==> src/rtl/bha_pkg.sv <==
package bha_pkg;

  localparam int BUS_STATE_W = 3;

  typedef enum logic [BUS_STATE_W-1:0] {
    BUS_IDLE = 3'd0,
    BUS_T1   = 3'd1,
    BUS_T2   = 3'd2,
    BUS_T3   = 3'd3,
    BUS_T4   = 3'd4
  } busState_e;

  typedef enum logic [1:0] {
    ST_CPU     = 2'd0,
    ST_GRANT   = 2'd1,
    ST_PREEMPT = 2'd2,
    ST_REFRESH = 2'd3
  } arbState_e;

  // strobes from control to datapath
  typedef struct packed {
    logic ackSet;
    logic ackClr;
    logic floatSet;
    logic floatClr;
    logic rfshSet;
    logic rfshClr;
  } arbStrobe_t;

endpackage

==> src/rtl/bha_datapath.sv <==
module bha_datapath
  import bha_pkg::*;
#(
  parameter int SYNC_STAGES = 2
) (
  input  logic       clk,
  input  logic       rstN,
  input  logic       holdReqAsync,
  input  arbStrobe_t stb,
  output logic       holdSync,
  output logic       holdAck,
  output logic       busFloat,
  output logic       refreshGrant
);

  localparam int LAST = SYNC_STAGES - 1;

  logic [LAST:0] syncChain;

  generate
    if (SYNC_STAGES < 2) begin : g_bad
      initial $error("SYNC_STAGES must be at least 2");
    end
  endgenerate

  always_ff @(posedge clk or negedge rstN) begin
    if (!rstN) syncChain <= '0;
    else       syncChain <= {syncChain[LAST-1:0], holdReqAsync};
  end

  assign holdSync = syncChain[LAST];

  always_ff @(posedge clk or negedge rstN) begin
    if (!rstN) begin
      holdAck      <= 1'b0;
      busFloat     <= 1'b0;
      refreshGrant <= 1'b0;
    end else begin
      if (stb.ackSet)        holdAck <= 1'b1;
      else if (stb.ackClr)   holdAck <= 1'b0;
      if (stb.floatSet)      busFloat <= 1'b1;
      else if (stb.floatClr) busFloat <= 1'b0;
      if (stb.rfshSet)       refreshGrant <= 1'b1;
      else if (stb.rfshClr)  refreshGrant <= 1'b0;
    end
  end

  // the float enable never lags the acknowledge
  p_float_with_ack_r4: assert property (@(posedge clk) disable iff (!rstN)
    holdAck |-> busFloat);

  // the refresh grant excludes both hold outputs
  p_grant_excl_r7: assert property (@(posedge clk) disable iff (!rstN)
    refreshGrant |-> (!busFloat && !holdAck));

endmodule

==> src/rtl/bha_control.sv <==
module bha_control
  import bha_pkg::*;
(
  input  logic                   clk,
  input  logic                   rstN,
  input  logic                   holdSync,
  input  logic [BUS_STATE_W-1:0] busState,
  input  logic                   enhancedMode,
  input  logic                   refreshPending,
  input  logic                   refreshDone,
  output arbStrobe_t             stb
);

  arbState_e state, nxt;
  logic atBoundary;

  assign atBoundary = (busState == BUS_T4) || (busState == BUS_IDLE);

  always_comb begin
    nxt = state;
    stb = '0;
    unique case (state)
      ST_CPU: begin
        if (holdSync && atBoundary) begin
          nxt = ST_GRANT;
          stb.ackSet = 1'b1;
          stb.floatSet = 1'b1;
        end
      end
      ST_GRANT: begin
        if (!holdSync) begin
          nxt = ST_CPU;
          stb.ackClr = 1'b1;
          stb.floatClr = 1'b1;
        end else if (enhancedMode && refreshPending) begin
          nxt = ST_PREEMPT;
          stb.ackClr = 1'b1;
        end
      end
      ST_PREEMPT: begin
        if (!holdSync) begin
          nxt = ST_REFRESH;
          stb.floatClr = 1'b1;
          stb.rfshSet = 1'b1;
        end
      end
      ST_REFRESH: begin
        if (refreshDone) begin
          stb.rfshClr = 1'b1;
          if (holdSync) begin
            nxt = ST_GRANT;
            stb.ackSet = 1'b1;
            stb.floatSet = 1'b1;
          end else begin
            nxt = ST_CPU;
          end
        end
      end
      default: nxt = ST_CPU;
    endcase
  end

  always_ff @(posedge clk or negedge rstN) begin
    if (!rstN) state <= ST_CPU;
    else       state <= nxt;
  end

  // the preempted state holds while the master keeps its request
  p_wait_release_r6: assert property (@(posedge clk) disable iff (!rstN)
    (state == ST_PREEMPT && holdSync) |=> (state == ST_PREEMPT));

  // leaving CPU ownership only at a cycle boundary
  p_cpu_leave_r3: assert property (@(posedge clk) disable iff (!rstN)
    (state == ST_CPU && !atBoundary) |=> (state == ST_CPU));

endmodule

==> src/rtl/bus_hold_arbiter.sv <==
module bus_hold_arbiter
  import bha_pkg::*;
#(
  parameter int SYNC_STAGES = 2
) (
  input  logic       clk,
  input  logic       rstN,
  input  logic       holdReqAsync,
  input  logic [2:0] busState,
  input  logic       enhancedMode,
  input  logic       refreshPending,
  input  logic       refreshDone,
  output logic       holdAck,
  output logic       busFloat,
  output logic       refreshGrant
);

  arbStrobe_t stb;
  logic holdSync;

  bha_control u_ctrl (
    .clk            (clk),
    .rstN           (rstN),
    .holdSync       (holdSync),
    .busState       (busState),
    .enhancedMode   (enhancedMode),
    .refreshPending (refreshPending),
    .refreshDone    (refreshDone),
    .stb            (stb)
  );

  bha_datapath #(.SYNC_STAGES(SYNC_STAGES)) u_dp (
    .clk          (clk),
    .rstN         (rstN),
    .holdReqAsync (holdReqAsync),
    .stb          (stb),
    .holdSync     (holdSync),
    .holdAck      (holdAck),
    .busFloat     (busFloat),
    .refreshGrant (refreshGrant)
  );

  // a rising acknowledge follows T4, idle or a finished refresh
  p_ack_at_boundary_r3: assert property (@(posedge clk) disable iff (!rstN)
    $rose(holdAck) |-> ($past(busState) == 3'd4 || $past(busState) == 3'd0
                        || $past(refreshGrant)));

  // release once the synchronized request is low
  p_release_r5: assert property (@(posedge clk) disable iff (!rstN)
    (holdAck && !holdSync) |=> (!holdAck && !busFloat));

  // plain mode keeps the grant regardless of refresh requests
  p_plain_ignores_r10: assert property (@(posedge clk) disable iff (!rstN)
    (holdAck && holdSync && !enhancedMode) |=> holdAck);

  // enhanced preemption drops the acknowledge, keeps the float
  p_preempt_r6: assert property (@(posedge clk) disable iff (!rstN)
    (holdAck && holdSync && enhancedMode && refreshPending) |=> (!holdAck && busFloat));

  // re-grant right after the refresh when the request is back
  p_regrant_r8: assert property (@(posedge clk) disable iff (!rstN)
    (refreshGrant && refreshDone && holdSync) |=> (holdAck && busFloat));

endmodule

==> config.mk <==
export PLATFORM = sky130hd
export DESIGN_NAME = bus_hold_arbiter
export DESIGN_NICKNAME = d
export VERILOG_FILES = /design/src/rtl/bha_pkg.sv /design/src/rtl/bha_datapath.sv /design/src/rtl/bha_control.sv /design/src/rtl/bus_hold_arbiter.sv
export SDC_FILE = /design/constraint.sdc
export NUM_CORES = 1
export LEC_CHECK = 0
export ABC_AREA = 0
export BUFFER_PORTS_ARGS = -buffer_cell sky130_fd_sc_hd__buf_2
export CAP_MARGIN = 20
export CORE_AREA = 2 2 39 41
export CTS_CLUSTER_DIAMETER = 120
export DETAILED_ROUTE_END_ITERATION = 8
export DIE_AREA = 0 0 41 43
export PLACE_DENSITY = 0.56
export SYNTH_ARGS = -nofsm -noshare
export SYNTH_HDL_FRONTEND = slang
export SYNTH_SLANG_ARGS = --single-unit
export TNS_END_PERCENT = 20
==> constraint.sdc <==
create_clock -name clk -period 2.4 [get_ports clk]
set_input_delay 0.6 -clock clk [delete_from_list [all_inputs] [get_ports clk]]
set_output_delay 0.6 -clock clk [all_outputs]
set_load 0.05 [all_outputs]
* After elaboration in Yosys (flattened, before gate mapping)
Cells that the tools add are included.
** Word-level totals
- Register bits :: 7
- Latch bits :: 0
- Bits in writable memories :: 0
- ROM bits :: 0
- Input port bits :: 9
- Output and inout bits :: 3
- Logic and storage cells :: 48
- Memories :: 0
** Operators by class
- Add/sub/neg operators :: 0
- $mul :: 0
- Divide/modulo/power cells :: 0
- Magnitude comparators :: 0
- Equality and inequality tests :: 8
- Shift-type cells :: 0
- Muxes and demuxes :: 26
- Bitwise operators :: 0
- Reductions and logical operators :: 9
** Operators with widths (count)
- two-way mux 1 bit :: 17
- two-way mux 2 bit :: 6
- one-hot mux 2 bit (4 select lines) :: 1
- nonzero test 2 bit :: 3
- == test 2 bit, second input constant :: 2
- != test 2 bit, second input constant :: 2
- one-hot mux 1 bit (2 select lines) :: 2
- AND reduction 4 bit :: 1
- == test 3 bit, second input constant :: 1
- zero test 3 bit :: 1
- != test 3 bit, second input constant :: 1
- == test 2 x 1 -> 1 bit, second input constant :: 1
- logical AND 1 bit :: 2
- zero test 2 bit :: 1
- != test 2 x 1 -> 1 bit, second input constant :: 1
- logical OR 1 bit :: 1

* Longest topological paths before layout
- Word-level depth :: 6
- Gate-level depth with buffers :: 6
- Gate-level depth less buffers :: 6

* By module
From an unflattened synthesis, not the netlist that was laid out.
** Unflattened totals
- Cell total of the unflattened synthesis :: 39
- Area total of the unflattened synthesis :: 411.6 um2
** Modules (own cells, without submodules)
- bha_control :: instances 1, cells each 28, area each 252.7 um2, sequential area each 50.0 um2
- bha_datapath :: instances 1, cells each 11, area each 158.9 um2, sequential area each 125.1 um2

* Worst setup path after synthesis
OpenSTA, ideal clock, no wires.
- Path type :: flip-flop to flip-flop
- Start :: register (tool-made name)
- End :: register (tool-made name)
- Data arrival time :: 1.568 ns
- Required time :: 2.273 ns
- Slack :: 0.705 ns
- Cell stages (with the launch flop) :: 7
- Path through :: dfrtp_1 inv_1 ha_1 and2_1 a222oi_1 nand3_1 mux2_1

==> impl_metrics.py <==
metrics = {
    "run_status": {
        "outcome": "complete, no violations",
    },
    "timing": {
        "max_freq_mhz": 551,
        "worstMarginPinSlew_ns": 0.395,
        "slew_viol_final": 0,
        "setup-violations-final": 0,
        "rsz0062_at_grt": "false",
        "finalCritPeriodShare_pct": 75.7,
        "tns_ns": 0,
        "slew_headroom_pct": 73.6,
        "layout_setup_ws_ns": 0.584,
        "final_hold_viol_count": 0,
        "clock_skew_ns": 0.00826,
        "fin_crit_ns": 1.82,
    },
    "setup_path": {
        "cp-end-kind": "flop",
        "worstPathArrival_ns": 1.94,
        "critical_path_class": "flop to flop",
        "cp.required_ns": 2.53,
        "crit_fanout": 5,
        "worstSetupStartpointType": "flop",
    },
    "pwr": {
        "p_leak_uw": 0.000259,
        "irDropWorstVdd_uv": 449,
        "power.density_mw_per_mm2": 1170,
    },
    "floorplanning": {
        "io_pins": 12,
        "num_rows": 14,
        "core_area_sq_mm": 0.00138,
        "die_h_microns": 43,
        "initial_utilization_pct": 27.9,
        "dieArea_sq_mm": 0.00176,
        "fp.dieW_microns": 41,
    },
    "clock_network": {
        "cts_resized": 0,
        "cts_tree": "built",
        "h-tree-depth": 1,
        "clk_pin_slew_worst_paths_ns": 0.05,
        "numCtsBuffers": 3,
        "holdBufCountCts": 0,
        "cts_sinks": 7,
        "clock_latency_ns": 0.25,
        "clk_path_buf_depth": 2,
        "postCtsSetupBuffers": 0,
        "cts_root_buffer": "clkbuf_4",
    },
    "synth": {
        "yosys.area.top_type": "dfrtp_1",
        "synth_ff_type": "dfrtp_1",
        "yosysWarningCount": 0,
        "syn-mean-instance-area_sq_um": 9.67,
        "syn_inst": 40,
        "synthesis.area_sq_um": 387,
        "synthArstFlopShare_pct": 100,
        "synth_edf_count": 0,
        "yosysMostFrequentCell": "dfrtp_1",
        "synth_area_leaders": "dfrtp_1 45%, ha_1 16%, nand3_1 6.5%, inv_1 5.8%, o21ai_0 3.9%",
        "synth_nets": 54,
        "synth-seq-cells": 7,
        "yosys-top-cells-count": "7 x dfrtp_1, 6 x inv_1, 5 x ha_1, 5 x nand3_1, 4 x nand2_1",
        "yosysSeqAreaShare_pct": 45.3,
        "synth_cell_types": 15,
        "synth.top_cell.area_share_pct": 45.3,
    },
    "placed_design": {
        "dpl.hpwl_microns": 518,
        "pre_cts_ws_ns": 0.557,
        "dpl.cell_count": 66,
        "numPortBuffers": 10,
        "gp_congestion": 0.699,
    },
    "global_routing": {
        "grt_pass1_wl_microns": 1040,
        "track_usage_pct": 9.80,
        "grt_max_degree": 9,
        "grt_pass1_vias": 276,
        "grt_antenna_before_repair": 0,
        "overflow": 0,
    },
    "layout": {
        "fin_cells": 70,
        "finish.net_count": 69,
        "fill_cells": 141,
        "area_growth_pct": 24.9,
        "drive_gt1_share_pct": 27.8,
        "antenna_cells": 0,
    },
    "worst_hold_path": {
        "hp-class": "input port to async pin",
    },
    "drt": {
        "wl_microns": 645,
        "drc": 0,
        "dr.pass1.iters": 4,
        "drtIter0Drc": 9,
        "drt.antenna.violating_nets": 0,
        "vias": 315,
        "vias_per_cell": 4.50,
        "routedWlPerCell_microns": 9.21,
    },
    "job": {
        "drv_cap": 0,
    },
}
## metrics by stage
stage | utilization (%) | hold WS (ns) | power (uW) | instance area, sq um
floorplan | - | 0.304 | 401 | 387
global placement | 33.0 | 0.335 | 465 | 457
detailed placement | 33.0 | 0.348 | 466 | 457
CTS | 34.9 | 0.164 | 573 | 483
global route | 34.9 | 0.162 | 624 | 483
finish | 34.9 | 0.163 | 566 | 483
## critical path, cell delays in order (launching register included)
cell and delay [ns]:
dfrtp_1 0.40, inv_1 0.10, ha_1 0.19, and2_1 0.14
a222oi_1 0.40, nand3_1 0.13, mux2_1 0.32
## cell usage in the layout, fill, tap and decap left out, types with 2 or more instances in the layout
cell type / Yosys / layout
dfrtp_1: 7 / 7
a21oi_1: 2 / 2
o21ai_0: 3 / 3
nand3_1: 5 / 5
nand2_1: 4 / 4
inv_1: 6 / 6
ha_1: 5 / 5
buf_2: 0 / 10
clkbuf_4: 0 / 3
## kinds of logic after synthesis
group | Yosys count | synth area share (%)
buffers and inverters | 6 | 5.82
flip-flops | 7 | 45.3
adder cells (fa/ha/maj) | 5 | 16.2
AO/OA/AOI/OAI | 8 | 13.3
multiplexers | 1 | 2.91
AND/OR/NAND/NOR | 13 | 16.5
## cell type report
cell class | instances | area (sq um) | share of cell area [%]
timing repair buffer | 10 | 50.0 | 10.4
tap | 16 | 20.0 | 4.15
multi-input combinational | 27 | 189 | 39.1
inverter | 6 | 22.5 | 4.66
clock buffer | 4 | 26.3 | 5.44
sequential | 7 | 175 | 36.3
## path summary, 6_finish.rpt
check	start	to	slack, ns	depth (start not counted)
setup / recovery	flop	flop	0.58	6
hold / removal	rstN	u_dp.refreshGrant	0.16	1
setup reg to reg	flop	flop	0.58	6
hold reg to reg	u_dp.syncChain[0]	u_dp.syncChain[1]	0.35	0
max in group asynchronous	rstN	u_ctrl.state[0]	2.08	1
min in group clk	u_dp.syncChain[0]	u_dp.syncChain[1]	0.35	0
## metal layers
layer | up-vias | GRT usage, % | part of all wire [%]
li1 | 164 | - | -
met1 | 139 | 10.5 | 45
met2 | 12 | 12.8 | 44
met3 | 0 | 9.42 | 11
met4 | 0 | 4.00 | 0
met5 | - | 0 | 0
## where the power goes
part	total (uW)	switching (uW)	internal (uW)	leakage, uW
Sequential	188	32.0	156	0.0000859
Combinational	272	173	98.6	0.000158
Clock	106	42.7	63.4	0.0000150
No activity file was read; power rests on OpenSTA's default activity.
